<file path="config.mk">
export PLATFORM = sky130hd
export DESIGN_NAME = pwm_clkgen
export DESIGN_NICKNAME = d
export VERILOG_FILES = /design/src/rtl/pwm_clkgen_pkg.sv /design/src/rtl/pwm_tap_chain.sv /design/src/rtl/pwm_lin_div.sv /design/src/rtl/pwm_ch_mux.sv /design/src/rtl/pwm_clkgen.sv
export SDC_FILE = /design/constraint.sdc
export NUM_CORES = 1
export LEC_CHECK = 0
export BUFFER_PORTS_ARGS = -buffer_cell sky130_fd_sc_hd__buf_4
export CAP_MARGIN = 10
export CORE_ASPECT_RATIO = 0.7
export CORE_UTILIZATION = 51
export DETAILED_ROUTE_END_ITERATION = 10
export PLACE_DENSITY_LB_ADDON = 0.15
export SLEW_MARGIN = 0
export SYNTH_ARGS = -nofsm -noshare
export SYNTH_HDL_FRONTEND = slang
export SYNTH_SLANG_ARGS = --single-unit
export TNS_END_PERCENT = 5
</file>
<file path="constraint.sdc">
create_clock -name clk -period 3.21 [get_ports clk]
set_clock_uncertainty 0.05 [all_clocks]
set_input_delay 0.4815 -clock clk [delete_from_list [all_inputs] [get_ports clk]]
set_output_delay 0.4815 -clock clk [all_outputs]
set_load 0.02 [all_outputs]
</file>
<file path="src/rtl/pwm_clkgen_pkg.sv">
package pwm_clkgen_pkg;
   localparam int unsigned PCG_TAPS  = 11;
   localparam int unsigned PCG_SEL_W = 4;
   localparam int unsigned PCG_FAC_W = 8;
   localparam int unsigned PCG_CH    = 4;
   localparam int unsigned PCG_HALF  = 16;

   // channel code of the first divided clock follows the last tap code
   function automatic int unsigned code_div_a(input int unsigned ntaps);
      return ntaps;
   endfunction

   function automatic int unsigned code_div_b(input int unsigned ntaps);
      return ntaps + 1;
   endfunction
endpackage

</file>
<file path="src/rtl/pwm_tap_chain.sv">
module pwm_tap_chain #(
   parameter int unsigned NUM_TAPS = 11
) (
   input  logic                clk,
   input  logic                rst,
   output logic [NUM_TAPS-1:0] tap_en
);
   localparam int unsigned CW = NUM_TAPS - 1;

   initial begin
      if (NUM_TAPS < 2) $error("pwm_tap_chain: NUM_TAPS must be at least 2");
   end

   logic [CW-1:0] cyc_q;

   always_ff @(posedge clk) begin
      if (rst) cyc_q <= '0;
      else     cyc_q <= cyc_q + 1'b1;
   end

   assign tap_en[0] = 1'b1;

   for (genvar k = 1; k < NUM_TAPS; k++) begin : g_tap
      assign tap_en[k] = &cyc_q[k-1:0];
      if (k >= 2) begin : g_nest
         // a slower tap never fires without the next faster one
         a_r1_tap_nesting: assert property (@(posedge clk) disable iff (rst)
            tap_en[k] |-> tap_en[k-1]);
      end
   end
endmodule

</file>
<file path="src/rtl/pwm_lin_div.sv">
module pwm_lin_div #(
   parameter int unsigned NUM_TAPS = 11,
   parameter int unsigned SEL_W    = 4,
   parameter int unsigned FAC_W    = 8
) (
   input  logic                clk,
   input  logic                rst,
   input  logic [NUM_TAPS-1:0] tap_en,
   input  logic [SEL_W-1:0]    tap_sel,
   input  logic [FAC_W-1:0]    factor,
   output logic                div_en
);
   localparam int unsigned CFG_W = SEL_W + FAC_W;

   initial begin
      if (NUM_TAPS > (1 << SEL_W)) $error("pwm_lin_div: SEL_W too narrow for NUM_TAPS");
      if (FAC_W < 1) $error("pwm_lin_div: FAC_W must be positive");
   end

   logic [FAC_W-1:0] cnt_q;
   logic [CFG_W-1:0] cfg_q;
   logic [CFG_W-1:0] cfg_now;
   logic             cfg_chg;
   logic             tap_hit;
   logic             fac_on;
   logic             at_end;

   always_comb begin
      tap_hit = 1'b0;
      for (int k = 0; k < NUM_TAPS; k++) begin
         if (tap_sel == SEL_W'(k)) tap_hit = tap_en[k];
      end
   end

   assign cfg_now = {tap_sel, factor};
   assign cfg_chg = (cfg_now != cfg_q);
   assign fac_on  = (factor != '0);
   assign at_end  = (cnt_q >= factor - 1'b1);

   always_ff @(posedge clk) begin
      if (rst) begin
         cnt_q <= '0;
         cfg_q <= '0;
      end else begin
         cfg_q <= cfg_now;
         if (cfg_chg)                cnt_q <= '0;
         else if (tap_hit && fac_on) cnt_q <= at_end ? '0 : cnt_q + 1'b1;
      end
   end

   assign div_en = tap_hit & fac_on & ~cfg_chg & at_end;

   // factor zero keeps the divided clock silent
   a_r3_off_silent: assert property (@(posedge clk) disable iff (rst)
      (factor == '0) |-> !div_en);
   // reserved tap codes never pulse
   a_r6_reserved_tap: assert property (@(posedge clk) disable iff (rst)
      (tap_sel >= SEL_W'(NUM_TAPS)) |-> !div_en);
   // an output pulse always coincides with a pulse of the chosen tap
   a_r5_needs_tap: assert property (@(posedge clk) disable iff (rst)
      div_en |-> tap_hit);
   // a configuration change restarts the count
   a_r7_restart: assert property (@(posedge clk) disable iff (rst)
      cfg_chg |=> (cnt_q == '0));
endmodule

</file>
<file path="src/rtl/pwm_ch_mux.sv">
module pwm_ch_mux #(
   parameter int unsigned NUM_TAPS = 11,
   parameter int unsigned SEL_W    = 4
) (
   input  logic                clk,
   input  logic                rst,
   input  logic [NUM_TAPS-1:0] tap_en,
   input  logic                clka_en,
   input  logic                clkb_en,
   input  logic [SEL_W-1:0]    code,
   output logic                ch_en
);
   import pwm_clkgen_pkg::*;

   localparam int unsigned CODE_A = code_div_a(NUM_TAPS);
   localparam int unsigned CODE_B = code_div_b(NUM_TAPS);

   initial begin
      if (CODE_B >= (1 << SEL_W)) $error("pwm_ch_mux: SEL_W too narrow for the source codes");
   end

   always_comb begin
      ch_en = 1'b0;
      for (int k = 0; k < NUM_TAPS; k++) begin
         if (code == SEL_W'(k)) ch_en = tap_en[k];
      end
      if (code == SEL_W'(CODE_A)) ch_en = clka_en;
      if (code == SEL_W'(CODE_B)) ch_en = clkb_en;
   end

   // reserved channel codes stay silent
   a_r9_reserved_code: assert property (@(posedge clk) disable iff (rst)
      (code > SEL_W'(CODE_B)) |-> !ch_en);
endmodule

</file>
<file path="src/rtl/pwm_clkgen.sv">
module pwm_clkgen
   import pwm_clkgen_pkg::*;
#(
   parameter int unsigned NUM_TAPS = PCG_TAPS,
   parameter int unsigned SEL_W    = PCG_SEL_W,
   parameter int unsigned FAC_W    = PCG_FAC_W,
   parameter int unsigned NUM_CH   = PCG_CH,
   localparam int unsigned HALF    = PCG_HALF,
   localparam int unsigned CTRL_W  = 2 * HALF
) (
   input  logic                    clk,
   input  logic                    rst,
   input  logic [CTRL_W-1:0]       ctrl_word,
   input  logic [NUM_CH*SEL_W-1:0] ch_sel,
   output logic [NUM_TAPS-1:0]     tap_en,
   output logic                    clka_en,
   output logic                    clkb_en,
   output logic [NUM_CH-1:0]       ch_en
);
   initial begin
      if (FAC_W + SEL_W > HALF) $error("pwm_clkgen: divider fields overflow a control half-word");
      if (NUM_CH < 1) $error("pwm_clkgen: NUM_CH must be positive");
   end

   pwm_tap_chain #(.NUM_TAPS(NUM_TAPS)) u_taps (
      .clk(clk), .rst(rst), .tap_en(tap_en)
   );

   pwm_lin_div #(.NUM_TAPS(NUM_TAPS), .SEL_W(SEL_W), .FAC_W(FAC_W)) u_div_a (
      .clk(clk), .rst(rst), .tap_en(tap_en),
      .tap_sel(ctrl_word[FAC_W +: SEL_W]),
      .factor(ctrl_word[0 +: FAC_W]),
      .div_en(clka_en)
   );

   pwm_lin_div #(.NUM_TAPS(NUM_TAPS), .SEL_W(SEL_W), .FAC_W(FAC_W)) u_div_b (
      .clk(clk), .rst(rst), .tap_en(tap_en),
      .tap_sel(ctrl_word[HALF+FAC_W +: SEL_W]),
      .factor(ctrl_word[HALF +: FAC_W]),
      .div_en(clkb_en)
   );

   for (genvar c = 0; c < NUM_CH; c++) begin : g_ch
      pwm_ch_mux #(.NUM_TAPS(NUM_TAPS), .SEL_W(SEL_W)) u_mux (
         .clk(clk), .rst(rst), .tap_en(tap_en),
         .clka_en(clka_en), .clkb_en(clkb_en),
         .code(ch_sel[c*SEL_W +: SEL_W]),
         .ch_en(ch_en[c])
      );
   end

   // one cycle after reset only the undivided tap is active
   a_r10_reset_state: assert property (@(posedge clk)
      rst |=> (tap_en == NUM_TAPS'(1)) && !clka_en && !clkb_en);
endmodule

</file>
==> results.rst <==
.. list-table::
   :header-rows: 1

   * - Metric
     - Value
   * - Crit path capture type
     - primary output
   * - CTS tree
     - yes
   * - Worst hold margin
     - between 0.3 and 0.4 ns
   * - RSZ-0062 raised after global routing
     - yes
   * - Primary FF master, synth
     - dfxtp_1
   * - Kind of cell adding the most delay to the critical path
     - compound AO/OA/AOI/OAI gates
   * - Number of nets with antenna violations after routing
     - 0
   * - Instance count of the mapped netlist
     - 454
   * - Highest clock frequency the design can meet
     - approximately 0.3 GHz
   * - Average instance area after synthesis
     - roughly 8.1 um2
   * - Highest cell delay on the worst timing path
     - 0.30 ns
   * - Critical path type
     - primary input to primary output
   * - Most frequent cells in the layout
     - buf_4, dfxtp_1, nor2_1
   * - DRT Pass-1 Iters
     - 7
   * - Number of buffers and inverters on the critical path
     - 3
   * - Peak supply drop
     - 0.193 mV
   * - Status
     - finished, violations left
   * - Part of the total power dissipated in sequential elements
     - 47.2%
   * - Multiplexer area fraction after synthesis
     - 1.43%
   * - Number of buffers added to fix hold violations after cts
     - 0
   * - Number of maximum-capacitance constraint violations
     - 0
   * - Yosys warning total
     - 0
   * - DP Worst Slack
     - -0.182 ns
   * - Clk_lat worst skew
     - a little over 0.3 ns
   * - Commonest non-fill, non-tap cell in the layout
     - buf_4
   * - Sum of negative setup slack
     - -0.0390 ns
   * - I/O Buffers
     - between 50 and 60
   * - Part of the power in combinational logic
     - 24.4%
   * - Count of distinct cell types in the synthesized netlist
     - 54
   * - Signal arrival time at the worst endpoint
     - 2.72 ns
   * - Xor-xnor portion of the synthesized cell area
     - 9.79%
   * - Maximum number of pins on one net before global-route repair
     - 37
   * - Inst Count DP
     - about 620
   * - Number of nets in the layout
     - 630
   * - CTS HTree Levels
     - 2
   * - Hold Path Class
     - primary input to flop
   * - Violations in the final reports
     - setup timing
   * - Proportion of register bits with asynchronous set or reset after synthesis
     - 0%
   * - Proportion of layout cells with a drive suffix above 1
     - 31.4%
   * - Slew Viols, Final
     - 0
   * - Area Overhead vs Synth
     - 34.2%
   * - Main combinational cell family by area after synthesis
     - simple AND/OR/NAND/NOR gates
   * - Number of buffers created by CTS
     - 5
   * - Sequence of cells on the critical path
     - buf_4 -> inv_2 -> ha_4 -> nand2_1 -> xor2_1 -> ha_1 -> a21o_1 -> a2111oi_4 -> o21ai_2 -> nand3b_1 -> nor4_2 -> a211o_1 -> buf_6
   * - Number of vias after detailed routing
     - 3731
   * - Cell Area, Synth
     - 3670 um2
   * - DRC viols
     - 0
   * - Wire length per cell after detailed routing
     - between 15 and 20 um
   * - Internal power component
     - 0.959 mW
   * - Overall die area
     - ~7500 um2
   * - Antenna violations before repair
     - 0
   * - Seq cells post-synth
     - 50
   * - Required arrival time at the worst endpoint
     - 2.68 ns
   * - Crit path launch type
     - primary input
   * - Number of failing hold endpoints at the final stage
     - 0
   * - I/O pin total
     - 67
   * - Floorplan die width
     - 103 um
   * - Post-synthesis simple-gate area fraction
     - 28.3%
   * - First-iteration detailed-routing DRC count
     - 157
   * - Switch Pwr
     - 0.418 mW
   * - Global-route wire length before repair
     - 16100 um
   * - Area fraction in compound gates after synthesis
     - about 17%
   * - Switching share of total power
     - a little under a third
   * - Total clock sinks
     - 50
   * - Initial standard-cell utilization of the core
     - between 50% and 60%
   * - Row cnt
     - 25
   * - Post-route non-filler standard cell count
     - 649
   * - Total global routing track utilization
     - 27.6%
   * - Leakage component of the power
     - 2.08 nW
   * - Area of the core region
     - 6850 um2
   * - Tcrit/Tclk final
     - 101%
   * - Post-synthesis adder-cell area fraction
     - 8.86%
   * - Largest fanout on the critical path
     - 5
   * - Tot Pwr
     - 1.38 mW
   * - DPL Wire Length
     - 7290 um
   * - Die boundary height
     - 73.0 um
   * - Worst path slowest cell
     - a2111oi_4
   * - # setup viols final
     - 2
   * - Final weighted congestion of routability-driven global placement
     - 0.899
   * - Final Instance Area
     - 4930 um2
   * - Post-Place Cell Area
     - 4400 um2
   * - Final Critical Period
     - 3.25 ns
   * - Pwr per Cell Area
     - 280 nW/um2
   * - Number of flops mapped to enable cells by yosys
     - 0
   * - Worst-case clock buffer depth
     - 2
   * - ANT cells
     - 0
   * - Average via count per standard cell
     - 5.75
   * - Clk pin slew, worst setup/hold paths
     - 0.11 ns
   * - Final setup slack of the worst path
     - -0.0385 ns
   * - Post-layout utilization of the core
     - 71.9%
   * - Share of the yosys chip area belonging to registers
     - 27.3%
   * - Clock Root Buffer
     - clkbuf_8
   * - Number of global-route vias before repair
     - 3356
   * - Grt ovf
     - 0
   * - Clk pwr share
     - 28.3%
   * - Total length of routed wires
     - approximately 10000 um
   * - Mapped Nets
     - 530
## path summary, 6_finish.rpt
kind,start,to,slack [ns],cells after the start
worst min register to register,u_div_a.cnt_q[0],u_div_a.cnt_q[0],0.44,2
worst max register to register,u_div_a.cnt_q[4],u_div_a.cnt_q[6],0.48,14
worst min-delay path,ctrl_word[21],u_div_b.cfg_q[5],0.38,2
worst max-delay path,ctrl_word[0],ch_en[2],-0.04,13
## routing by layer
layer | vias up | share of wire, % | track usage [%]
met4 | 0 | 0.57 | 6.89
met1 | 1748 | 48 | 40.8
met5 | - | 0 | 0
met3 | 7 | 7.1 | 5.08
li1 | 1834 | - | -
met2 | 142 | 44 | 41.1
## area by class of cell
type,instances,area [um2]
Multi-Input combinational cell,358,2680
Fill cell,522,1920
Sequential cell,50,1010
Timing Repair Buffer,119,942
Tap cell,94,118
Inverter,20,87.6
Clock buffer,5,68.8
Clock inverter,3,23.8
## cell usage after synthesis, types with 4 or more instances
| cell | count | area share, % |
|---|---|---|
| dfxtp_1 | 50 | 27 |
| nor2_1 | 37 | 3.8 |
| a21oi_1 | 31 | 4.2 |
| xor2_1 | 29 | 6.9 |
| nand3_1 | 28 | 3.8 |
| ha_1 | 26 | 8.9 |
| nor2b_1 | 25 | 4.3 |
| nand2_1 | 24 | 2.5 |
| inv_1 | 20 | 2.0 |
| o21ai_0 | 18 | 2.5 |
| nor3_1 | 13 | 1.8 |
| clkbuf_1 | 12 | 1.2 |
| xnor2_1 | 12 | 2.9 |
| nand4b_1 | 11 | 2.6 |
| nand2b_1 | 10 | 1.7 |
| nor4_1 | 10 | 1.7 |
| a31oi_1 | 9 | 1.5 |
| and3_1 | 8 | 1.4 |
| nor3b_1 | 7 | 1.4 |
| a211o_1 | 6 | 1.4 |
| buf_4 | 6 | 1.2 |
| a211oi_1 | 5 | 1.0 |
| a311oi_1 | 5 | 1.2 |
| a2111oi_0 | 4 | 0.95 |
| a21o_1 | 4 | 0.82 |
## power groups by stage
stage                     registers (mW)  logic (mW)  clock network, mW
after detailed placement           0.665       0.288                  0
after global placement             0.664       0.280                  0
after floorplan                    0.664       0.169                  0
after CTS                          0.651       0.319              0.394
after global routing               0.653       0.366              0.422
final                              0.651       0.337              0.390
## repair_timing
item	CTS	global route
endpoints found under the setup margin	4	14
pin swaps	31	25
setup buffers	19	6
resized for setup	45	16
## worst register-to-register path, cell delays in order (launching register included)
cell and delay (ns):
dfxtp_1 0.42, ha_1 0.28, a21o_1 0.19, a2111oi_4 0.30, o21ai_2 0.12, buf_4 0.14
buf_4 0.12, buf_4 0.12, buf_4 0.12, buf_4 0.12, buf_4 0.12, buf_4 0.14
nand2_2 0.16, nand3_1 0.10, a31oi_1 0.17
## flip-flops by register name (all words and copies together) (netlist names)
name	cells
u_div_a.cnt_q	8
u_taps.cyc_q	10
u_div_b.cfg_q	12
u_div_b.cnt_q	8
u_div_a.cfg_q	12
## logic make-up (layout without fill, tap and decap cells)
| family | count (synthesis) | count (layout) |
|---|---|---|
| flops | 50 | 50 |
| fa+ha+maj | 26 | 26 |
| mux | 4 | 4 |
| compound gates | 99 | 99 |
| buf+inv | 46 | 147 |
| xor+xnor | 41 | 41 |
| simple gates | 187 | 187 |
| other cells | 1 | 1 |
Power figures use the tool's default switching activity.
